### src/rtl/exc_entry_pkg.sv
package exc_entry_pkg;

  localparam int NKIND  = 11;
  localparam int KIND_W = $clog2(NKIND);
  localparam int CODE_W = 5;

  // Bit index in the request vector doubles as precedence (lower wins).
  typedef enum logic [KIND_W-1:0] {
    K_INT     = 4'd0,
    K_TMOD    = 4'd1,
    K_TREFILL = 4'd2,
    K_TINV    = 4'd3,
    K_ADERR   = 4'd4,
    K_SYS     = 4'd5,
    K_BRK     = 4'd6,
    K_RSV     = 4'd7,
    K_CPU     = 4'd8,
    K_OVF     = 4'd9,
    K_TRAP    = 4'd10
  } kind_e;

  function automatic logic [CODE_W-1:0] code_of(kind_e k, logic st);
    logic [CODE_W-1:0] c;
    case (k)
      K_INT:            c = 5'd0;
      K_TMOD:           c = 5'd1;
      K_TREFILL, K_TINV: c = st ? 5'd3 : 5'd2;
      K_ADERR:          c = st ? 5'd5 : 5'd4;
      K_SYS:            c = 5'd8;
      K_BRK:            c = 5'd9;
      K_RSV:            c = 5'd10;
      K_CPU:            c = 5'd11;
      K_OVF:            c = 5'd12;
      K_TRAP:           c = 5'd13;
      default:          c = 5'd0;
    endcase
    return c;
  endfunction

  function automatic logic is_tlb(kind_e k);
    return (k == K_TMOD) || (k == K_TREFILL) || (k == K_TINV);
  endfunction

endpackage

### src/rtl/exc_pick.sv
module exc_pick #(
  parameter int N = 11,
  localparam int IW = (N > 1) ? $clog2(N) : 1
) (
  input  logic [N-1:0]  req,
  output logic          any,
  output logic [N-1:0]  grant,
  output logic [IW-1:0] idx
);
  // Scan from the top so the lowest set bit is the last one kept.
  always_comb begin
    grant = '0;
    idx   = '0;
    for (int i = N - 1; i >= 0; i--) begin
      if (req[i]) begin
        grant    = '0;
        grant[i] = 1'b1;
        idx      = IW'(i);
      end
    end
    any = |req;
  end
endmodule

### src/rtl/exc_slot.sv
module exc_slot #(
  parameter int XLEN  = 32,
  parameter int INSTB = 4
) (
  input  logic [XLEN-1:0] cur_pc,
  input  logic [XLEN-1:0] cur_npc,
  output logic            in_slot,
  output logic [XLEN-1:0] ret_pc
);
  localparam logic [XLEN-1:0] STEP = XLEN'(INSTB);

  always_comb begin
    in_slot = (cur_pc + STEP) != cur_npc;
    ret_pc  = in_slot ? (cur_pc - STEP) : cur_pc;
  end
endmodule

### src/rtl/exc_vector.sv
module exc_vector
  import exc_entry_pkg::*;
#(
  parameter int              XLEN       = 32,
  parameter logic [XLEN-1:0] OVF_BOOT   = 32'hBFC0_0200,
  parameter int              GEN_OFS    = 'h180,
  parameter int              IRQ_OFS    = 'h200,
  parameter int              REFILL_OFS = 'h000
) (
  input  kind_e           kind,
  input  logic [XLEN-1:0] ebase,
  input  logic            exl_before,
  input  logic            bev,
  input  logic            ivec_mode,
  output logic [XLEN-1:0] handler
);
  logic [XLEN-1:0] gen_vec;

  always_comb begin
    gen_vec = ebase + XLEN'(GEN_OFS);
    case (kind)
      K_TREFILL: handler = exl_before ? gen_vec : (ebase + XLEN'(REFILL_OFS));
      K_INT:     handler = ivec_mode ? (ebase + XLEN'(IRQ_OFS)) : gen_vec;
      K_OVF:     handler = bev ? OVF_BOOT : gen_vec;
      default:   handler = gen_vec;
    endcase
  end
endmodule

### src/rtl/exc_entry_ctrl.sv
module exc_entry_ctrl
  import exc_entry_pkg::*;
#(
  parameter int              XLEN      = 32,
  parameter int              ASID_W    = 8,
  parameter int              SET_W     = 4,
  parameter int              CE_W      = 2,
  parameter int              PAGE_LSB  = 13,
  parameter int              INSTB     = 4,
  parameter logic [XLEN-1:0] RESET_VEC = 32'hBFC0_0000,
  parameter logic [XLEN-1:0] OVF_BOOT  = 32'hBFC0_0200,
  localparam int             VPN2_W    = XLEN - PAGE_LSB
) (
  input  logic              clk,
  input  logic              rst_n,
  input  logic              req_reset,
  input  logic [NKIND-1:0]  req_fault,
  input  logic              is_store,
  input  logic [XLEN-1:0]   fault_addr,
  input  logic [CE_W-1:0]   cop_id,
  input  logic [ASID_W-1:0] asid_in,
  input  logic [XLEN-1:0]   ebase,
  input  logic              ivec_mode,
  input  logic [XLEN-1:0]   cur_pc,
  input  logic [XLEN-1:0]   cur_npc,
  input  logic              cur_exl,
  input  logic              cur_bev,
  input  logic              cur_cu1,
  input  logic [CE_W-1:0]   cur_ce,
  input  logic [SET_W-1:0]  cur_css,
  input  logic [SET_W-1:0]  cur_ess,
  output logic              done,
  output logic [XLEN-1:0]   pc_o,
  output logic [XLEN-1:0]   npc_o,
  output logic [XLEN-1:0]   nnpc_o,
  output logic              status_we,
  output logic              status_exl,
  output logic              status_cu1,
  output logic              exc_we,
  output logic              cause_bd,
  output logic [CODE_W-1:0] cause_exc,
  output logic [CE_W-1:0]   cause_ce,
  output logic [XLEN-1:0]   epc,
  output logic              srs_we,
  output logic [SET_W-1:0]  srs_pss,
  output logic [SET_W-1:0]  srs_css,
  output logic              badva_we,
  output logic [XLEN-1:0]   badva,
  output logic              tlbctx_we,
  output logic [VPN2_W-1:0] ehi_vpn2,
  output logic [ASID_W-1:0] ehi_asid,
  output logic [VPN2_W-1:0] ctx_badvpn2
);
  localparam logic [XLEN-1:0] STEP = XLEN'(INSTB);

  // Reset: asynchronous assert, synchronous release.
  logic [1:0] rst_sync_q;
  logic       rst_ok;
  always_ff @(posedge clk or negedge rst_n) begin
    if (!rst_n) rst_sync_q <= 2'b00;
    else        rst_sync_q <= {rst_sync_q[0], 1'b1};
  end
  assign rst_ok = rst_sync_q[1];

  // Submodules
  logic              any_fault;
  logic [NKIND-1:0]  grant;
  logic [KIND_W-1:0] win_idx;
  kind_e             kind;
  logic              in_slot;
  logic [XLEN-1:0]   ret_pc;
  logic [XLEN-1:0]   vec_addr;

  exc_pick #(.N(NKIND)) u_pick (
    .req   (req_fault),
    .any   (any_fault),
    .grant (grant),
    .idx   (win_idx)
  );

  assign kind = kind_e'(win_idx);

  exc_slot #(.XLEN(XLEN), .INSTB(INSTB)) u_slot (
    .cur_pc  (cur_pc),
    .cur_npc (cur_npc),
    .in_slot (in_slot),
    .ret_pc  (ret_pc)
  );

  exc_vector #(.XLEN(XLEN), .OVF_BOOT(OVF_BOOT)) u_vec (
    .kind       (kind),
    .ebase      (ebase),
    .exl_before (cur_exl),
    .bev        (cur_bev),
    .ivec_mode  (ivec_mode),
    .handler    (vec_addr)
  );

  // Next-state logic
  logic              fault_go, act;
  logic [XLEN-1:0]   nxt_pc;
  logic              nxt_exl, nxt_cu1;
  logic              nxt_srs_we, nxt_badva_we, nxt_tlb_we;
  logic [CODE_W-1:0] nxt_code;
  logic [CE_W-1:0]   nxt_ce;

  always_comb begin
    fault_go     = any_fault && !req_reset;
    act          = req_reset || any_fault;
    nxt_pc       = req_reset ? RESET_VEC : vec_addr;
    nxt_exl      = req_reset ? cur_exl : 1'b1;
    nxt_cu1      = req_reset ? 1'b1 : cur_cu1;
    nxt_code     = code_of(kind, is_store);
    nxt_ce       = (kind == K_CPU) ? cop_id : cur_ce;
    nxt_srs_we   = fault_go && !cur_exl && !cur_bev;
    nxt_tlb_we   = fault_go && is_tlb(kind);
    nxt_badva_we = nxt_tlb_we || (fault_go && (kind == K_ADERR));
  end

  // Strobes: every cycle
  always_ff @(posedge clk or negedge rst_ok) begin
    if (!rst_ok) begin
      done      <= 1'b0;
      status_we <= 1'b0;
      exc_we    <= 1'b0;
      srs_we    <= 1'b0;
      badva_we  <= 1'b0;
      tlbctx_we <= 1'b0;
    end else begin
      done      <= act;
      status_we <= act;
      exc_we    <= fault_go;
      srs_we    <= nxt_srs_we;
      badva_we  <= nxt_badva_we;
      tlbctx_we <= nxt_tlb_we;
    end
  end

  // Data: loaded under explicit enables
  always_ff @(posedge clk or negedge rst_ok) begin
    if (!rst_ok) begin
      pc_o       <= '0;
      npc_o      <= '0;
      nnpc_o     <= '0;
      status_exl <= 1'b0;
      status_cu1 <= 1'b0;
    end else if (act) begin
      pc_o       <= nxt_pc;
      npc_o      <= nxt_pc + STEP;
      nnpc_o     <= nxt_pc + (STEP << 1);
      status_exl <= nxt_exl;
      status_cu1 <= nxt_cu1;
    end
  end

  always_ff @(posedge clk or negedge rst_ok) begin
    if (!rst_ok) begin
      cause_bd  <= 1'b0;
      cause_exc <= '0;
      cause_ce  <= '0;
      epc       <= '0;
    end else if (fault_go) begin
      cause_bd  <= in_slot;
      cause_exc <= nxt_code;
      cause_ce  <= nxt_ce;
      epc       <= ret_pc;
    end
  end

  always_ff @(posedge clk or negedge rst_ok) begin
    if (!rst_ok) begin
      srs_pss <= '0;
      srs_css <= '0;
    end else if (nxt_srs_we) begin
      srs_pss <= cur_css;
      srs_css <= cur_ess;
    end
  end

  always_ff @(posedge clk or negedge rst_ok) begin
    if (!rst_ok) begin
      badva <= '0;
    end else if (nxt_badva_we) begin
      badva <= fault_addr;
    end
  end

  always_ff @(posedge clk or negedge rst_ok) begin
    if (!rst_ok) begin
      ehi_vpn2    <= '0;
      ehi_asid    <= '0;
      ctx_badvpn2 <= '0;
    end else if (nxt_tlb_we) begin
      ehi_vpn2    <= fault_addr[XLEN-1:PAGE_LSB];
      ehi_asid    <= asid_in;
      ctx_badvpn2 <= fault_addr[XLEN-1:PAGE_LSB];
    end
  end

  // Assertions
  p_done_one_cycle_r1: assert property (@(posedge clk) disable iff (!rst_ok)
    (req_reset || (|req_fault)) |=> done);
  p_no_spurious_done_r1: assert property (@(posedge clk) disable iff (!rst_ok)
    !(req_reset || (|req_fault)) |=> (!done && !exc_we && !status_we));
  p_grant_onehot_r2: assert property (@(posedge clk) disable iff (!rst_ok)
    $onehot0(grant) && ((grant & ~req_fault) == '0) && ((|req_fault) == (|grant)));
  p_reset_wins_r12: assert property (@(posedge clk) disable iff (!rst_ok)
    req_reset |=> (!exc_we && !srs_we && pc_o == RESET_VEC));
  p_slot_epc_r4: assert property (@(posedge clk) disable iff (!rst_ok)
    exc_we |-> (cause_bd == (($past(cur_pc) + STEP) != $past(cur_npc))) &&
               (epc == (cause_bd ? $past(cur_pc) - STEP : $past(cur_pc))));
  p_exl_set_r5: assert property (@(posedge clk) disable iff (!rst_ok)
    exc_we |-> (status_we && status_exl));
  p_srs_gate_r6: assert property (@(posedge clk) disable iff (!rst_ok)
    srs_we |-> (!$past(cur_exl) && !$past(cur_bev) && exc_we));
  p_chain_r10: assert property (@(posedge clk) disable iff (!rst_ok)
    done |-> (npc_o == pc_o + STEP) && (nnpc_o == pc_o + (STEP << 1)));
  p_badva_tlb_r11: assert property (@(posedge clk) disable iff (!rst_ok)
    tlbctx_we |-> (badva_we && exc_we && badva[XLEN-1:PAGE_LSB] == ehi_vpn2));

endmodule

### config.mk
export PLATFORM = sky130hd
export DESIGN_NAME = exc_entry_ctrl
export DESIGN_NICKNAME = d
export VERILOG_FILES = /design/src/rtl/exc_entry_pkg.sv /design/src/rtl/exc_pick.sv /design/src/rtl/exc_slot.sv /design/src/rtl/exc_vector.sv /design/src/rtl/exc_entry_ctrl.sv
export SDC_FILE = /design/constraint.sdc
export NUM_CORES = 1
export LEC_CHECK = 0
export BUFFER_PORTS_ARGS = -buffer_cell sky130_fd_sc_hd__buf_2
export CORE_ASPECT_RATIO = 0.75
export CORE_MARGIN = 3
export CORE_UTILIZATION = 45
export CTS_CLUSTER_SIZE = 24
export DETAILED_ROUTE_END_ITERATION = 12
export PLACE_DENSITY = 0.75
export SLEW_MARGIN = 20
export SYNTH_ARGS = -nofsm -noshare
export SYNTH_HDL_FRONTEND = slang
export SYNTH_SLANG_ARGS = --single-unit
### constraint.sdc
create_clock -name clk -period 15.85 [get_ports clk]
set_clock_uncertainty 0.2 [all_clocks]
set_input_delay 2.3775 -clock clk [delete_from_list [all_inputs] [get_ports clk]]
set_output_delay 2.3775 -clock clk [all_outputs]
set_load 0.01 [all_outputs]
==> results.toml <==
[clock_network]
hold_buffers = 0
clk_latency_ns = 0.50
cts_resized = 0
post-cts-setup-buffers = 0
path_clk_slew_ns = 0.08
cts.sinks = 206
cts_tree = "done"
cts-root-buf = "clkbuf_16"
clockBufferDepth = 3
htreeDepth = 1
cts_buffers = 23

[drt]
drc = 0
drt_iter0_markers = 1477
wirelength_um = 46200
route.vias.total = 13100
first_pass_iters = 6
vias_per_cell = 5.93
wl_per_cell_um = 20.9
ant_nets = 0

[setup_path]
critical_path.max_fanout = 25
slowest_delay_ns = 0.66
cp_cell_sequence = "buf_2 -> nor3b_1 -> o221ai_2 -> buf_4 -> o2111a_1 -> nor2_1 -> buf_4 -> nand2_1 -> inv_1 -> ha_1 -> nand4_1 -> or4_1 -> nor3_2 -> nand3_1 -> xnor2_1 -> a21oi_1"
worstSetupPathType = "input pin to flip-flop"
arrival_ns = 6.62
cp-end-kind = "flip-flop"
critical_path_required_ns = 16.02
r2r_cells = 1
startpoint_type = "input pin"
r2r_slack_ns = 14.02
r2r-end = "nnpc_o[19]"
crit_slowest_cell = "or4_1"
r2r_start = "rst_sync_q[1]"
crit_path_frequent_cell = "buf_4"

[yosys]
synth-main-ff-cell = "dfrtp_1"
synthArstFlopShare_pct = 100
synth_edf_count = 0
synth_area_um2 = 12800
synth_commonest_cells = "nand2_1, dfrtp_1, nor2_1"
yosys_warnings = 0
yosysTopAreaCell = "dfrtp_1"
avgSynthCellArea_um2 = 8.53
synth.top_cells.by_area = "dfrtp_1, nand2_1, mux2_2, xnor2_1, nor2_1"
synth.distinct_cells = 80
synth.top_cell.area_share_pct = 40.3
ys_ff_latch = 206
yosysSeqAreaShare_pct = 40.3
syn_inst = 1498
syn-num-nets = 1671
yosysMostFrequentCell = "nand2_1"

[grt]
antenna_found_initial = 3
grtUsageTotal_pct = 28.9
grt_start_max_net_pins = 177
grt_pass1_vias = 12300
grt_pass1_wl_um = 71600
overflow = 0

[timing]
fin_crit_sh_pct = 40.7
drv_slew = 0
tightest_slew_ns = 1.08
setup_viol = 0
setup_tns_ns = 0
slew-limit-headroom_pct = 27.7
fin_ws_ns = 9.40
rsz0062_at_grt = "false"
final_hold_viol_count = 0
max_freq_mhz = 155
min_period_ns = 6.45

[floorplanning]
num_io_pins = 397
rows = 52
start_util_pct = 46.6
die_area_um2 = 30500
die_x_um = 201
die_h_um = 152
core-area_um2 = 27500

[finish]
nNetsFinal = 1984
syn2layout_area_growth_pct = 22.6
drive_above_1_share_pct = 29.0
diodes = 0

[run_status]
status = "finished clean"

[place]
hpwl_um = 35300
globalplace.congestion = 0.968
port_buffers = 395
pre_cts_slack_ns = 9.00

[power_and_ir_drop]
combPwrFrac_pct = 22.7
vdd_ir_drop_max_mv = 0.0717
p_seq_share_pct = 40.0
netSwitchingFraction_pct = 31.2
powerDensity_nw_per_um2 = 101
power_leakage_nw = 7.05
switchingPower_mw = 0.494
power.internal_mw = 1.09
clockPowerShare_pct = 37.2

[run]
max_cap_viol_count = 0

[worst_hold_path]
hold_class = "flip-flop to async pin"
-- worst max-delay path, delay by kind of cell --
family	cells	cell delay, ns
AND/OR/NAND/NOR	7	2.38
adder cells (fa/ha/maj)	1	0.27
XOR/XNOR	1	0.20
AO/OA/AOI/OAI	3	0.48
buffers and inverters	4	0.90
-- placed cells by master, fill, tap and decap left out, drive strengths merged, types with 6 or more instances in the layout --
| cell type | count |
|---|---|
| a211oi | 11 |
| a21oi | 78 |
| a31oi | 22 |
| and2 | 8 |
| and3 | 14 |
| and4 | 7 |
| buf | 411 |
| clkbuf | 30 |
| clkinv | 8 |
| dfrtp | 206 |
| ha | 6 |
| inv | 23 |
| mux2 | 45 |
| mux2i | 22 |
| nand2 | 235 |
| nand2b | 10 |
| nand3 | 53 |
| nand3b | 9 |
| nand4 | 31 |
| nand4b | 6 |
| nor2 | 126 |
| nor3 | 60 |
| nor4 | 20 |
| o2111ai | 6 |
| o211ai | 10 |
| o21a | 18 |
| o21ai | 87 |
| o22a | 7 |
| o22ai | 15 |
| o31ai | 10 |
| or2 | 6 |
| or3 | 20 |
| or4 | 19 |
| xnor2 | 57 |
| xor2 | 54 |
-- cell type report --
| class | instances | area, um2 |
|---|---|---|
| clock inverters | 12 | 181 |
| well taps | 378 | 473 |
| fillers | 2507 | 11800 |
| multi-input cells | 1145 | 6990 |
| repair buffers | 411 | 2130 |
| inverters | 24 | 90.1 |
| flip-flops and latches | 206 | 5160 |
| clock buffers | 30 | 652 |
-- worst max-delay path by stage --
stage          cells past startpoint           from  slack (ns)         to
2_1_floorplan                      0  rst_sync_q[1]        9.48   badva[0]
3_3_place_gp                      16   req_fault[9]        9.06  npc_o[26]
3_5_place_dp                      10   req_fault[3]        9.00  npc_o[31]
4_1_cts                           10   req_fault[3]        9.53  npc_o[31]
5_1_grt                           16   req_fault[9]        9.19  npc_o[26]
6_report                          16   req_fault[9]        9.40  npc_o[26]
-- flip-flops by register name, summed over array words and instances, names as in the netlist --
name	cells
status_we	1
epc	32
status_exl	1
srs_css	4
status_cu1	1
badva	32
exc_we	1
nnpc_o	29
rst_sync_q	2
srs_pss	4
cause_ce	2
cause_exc	4
ehi_asid	8
cause_bd	1
npc_o	30
badva_we	1
ehi_vpn2	19
srs_we	1
pc_o	32
tlbctx_we	1
-- metrics by stage --
step | util, % | cells | power [mW] | hold WS [ns] | cell area (um2)
after CTS | 57.1 | 2206 | 1.59 | 0.0741 | 15700
after global placement | 53.9 | 2163 | 0.990 | 0.0887 | 14800
after global routing | 57.1 | 2206 | 1.65 | 0.104 | 15700
after floorplan | - | 1498 | 0.842 | 0.131 | 12800
final | 57.1 | 2206 | 1.58 | 0.0618 | 15700
after detailed placement | 54.0 | 2164 | 1.00 | 0.0961 | 14800
-- cells by family after synthesis --
kind of cell / Yosys count / share of synthesized area [%]
buf+inv: 147 / 5.31
fa+ha+maj: 6 / 0.587
compound gates: 314 / 15.6
xor+xnor: 111 / 7.61
simple gates: 645 / 24.9
flops: 206 / 40.3
other cells: 2 / 0.0588
mux: 67 / 5.69
-- per-layer routing --
layer	vias to the layer above	track usage, %	share of wire, %
li1	5959	-	-
met1	6254	41.1	42
met2	780	46.0	45
met3	91	5.80	10
met4	4	6.39	2.6
met5	-	0	0.061
-- power groups by stage --
stage / registers (mW) / logic [mW] / clock network [mW]
final: 0.634 / 0.360 / 0.590
after detailed placement: 0.643 / 0.358 / 0
after global routing: 0.642 / 0.390 / 0.620
after CTS: 0.634 / 0.359 / 0.597
after floorplan: 0.671 / 0.171 / 0
after global placement: 0.641 / 0.349 / 0
Note: power is estimated with default switching activity, not from simulation.
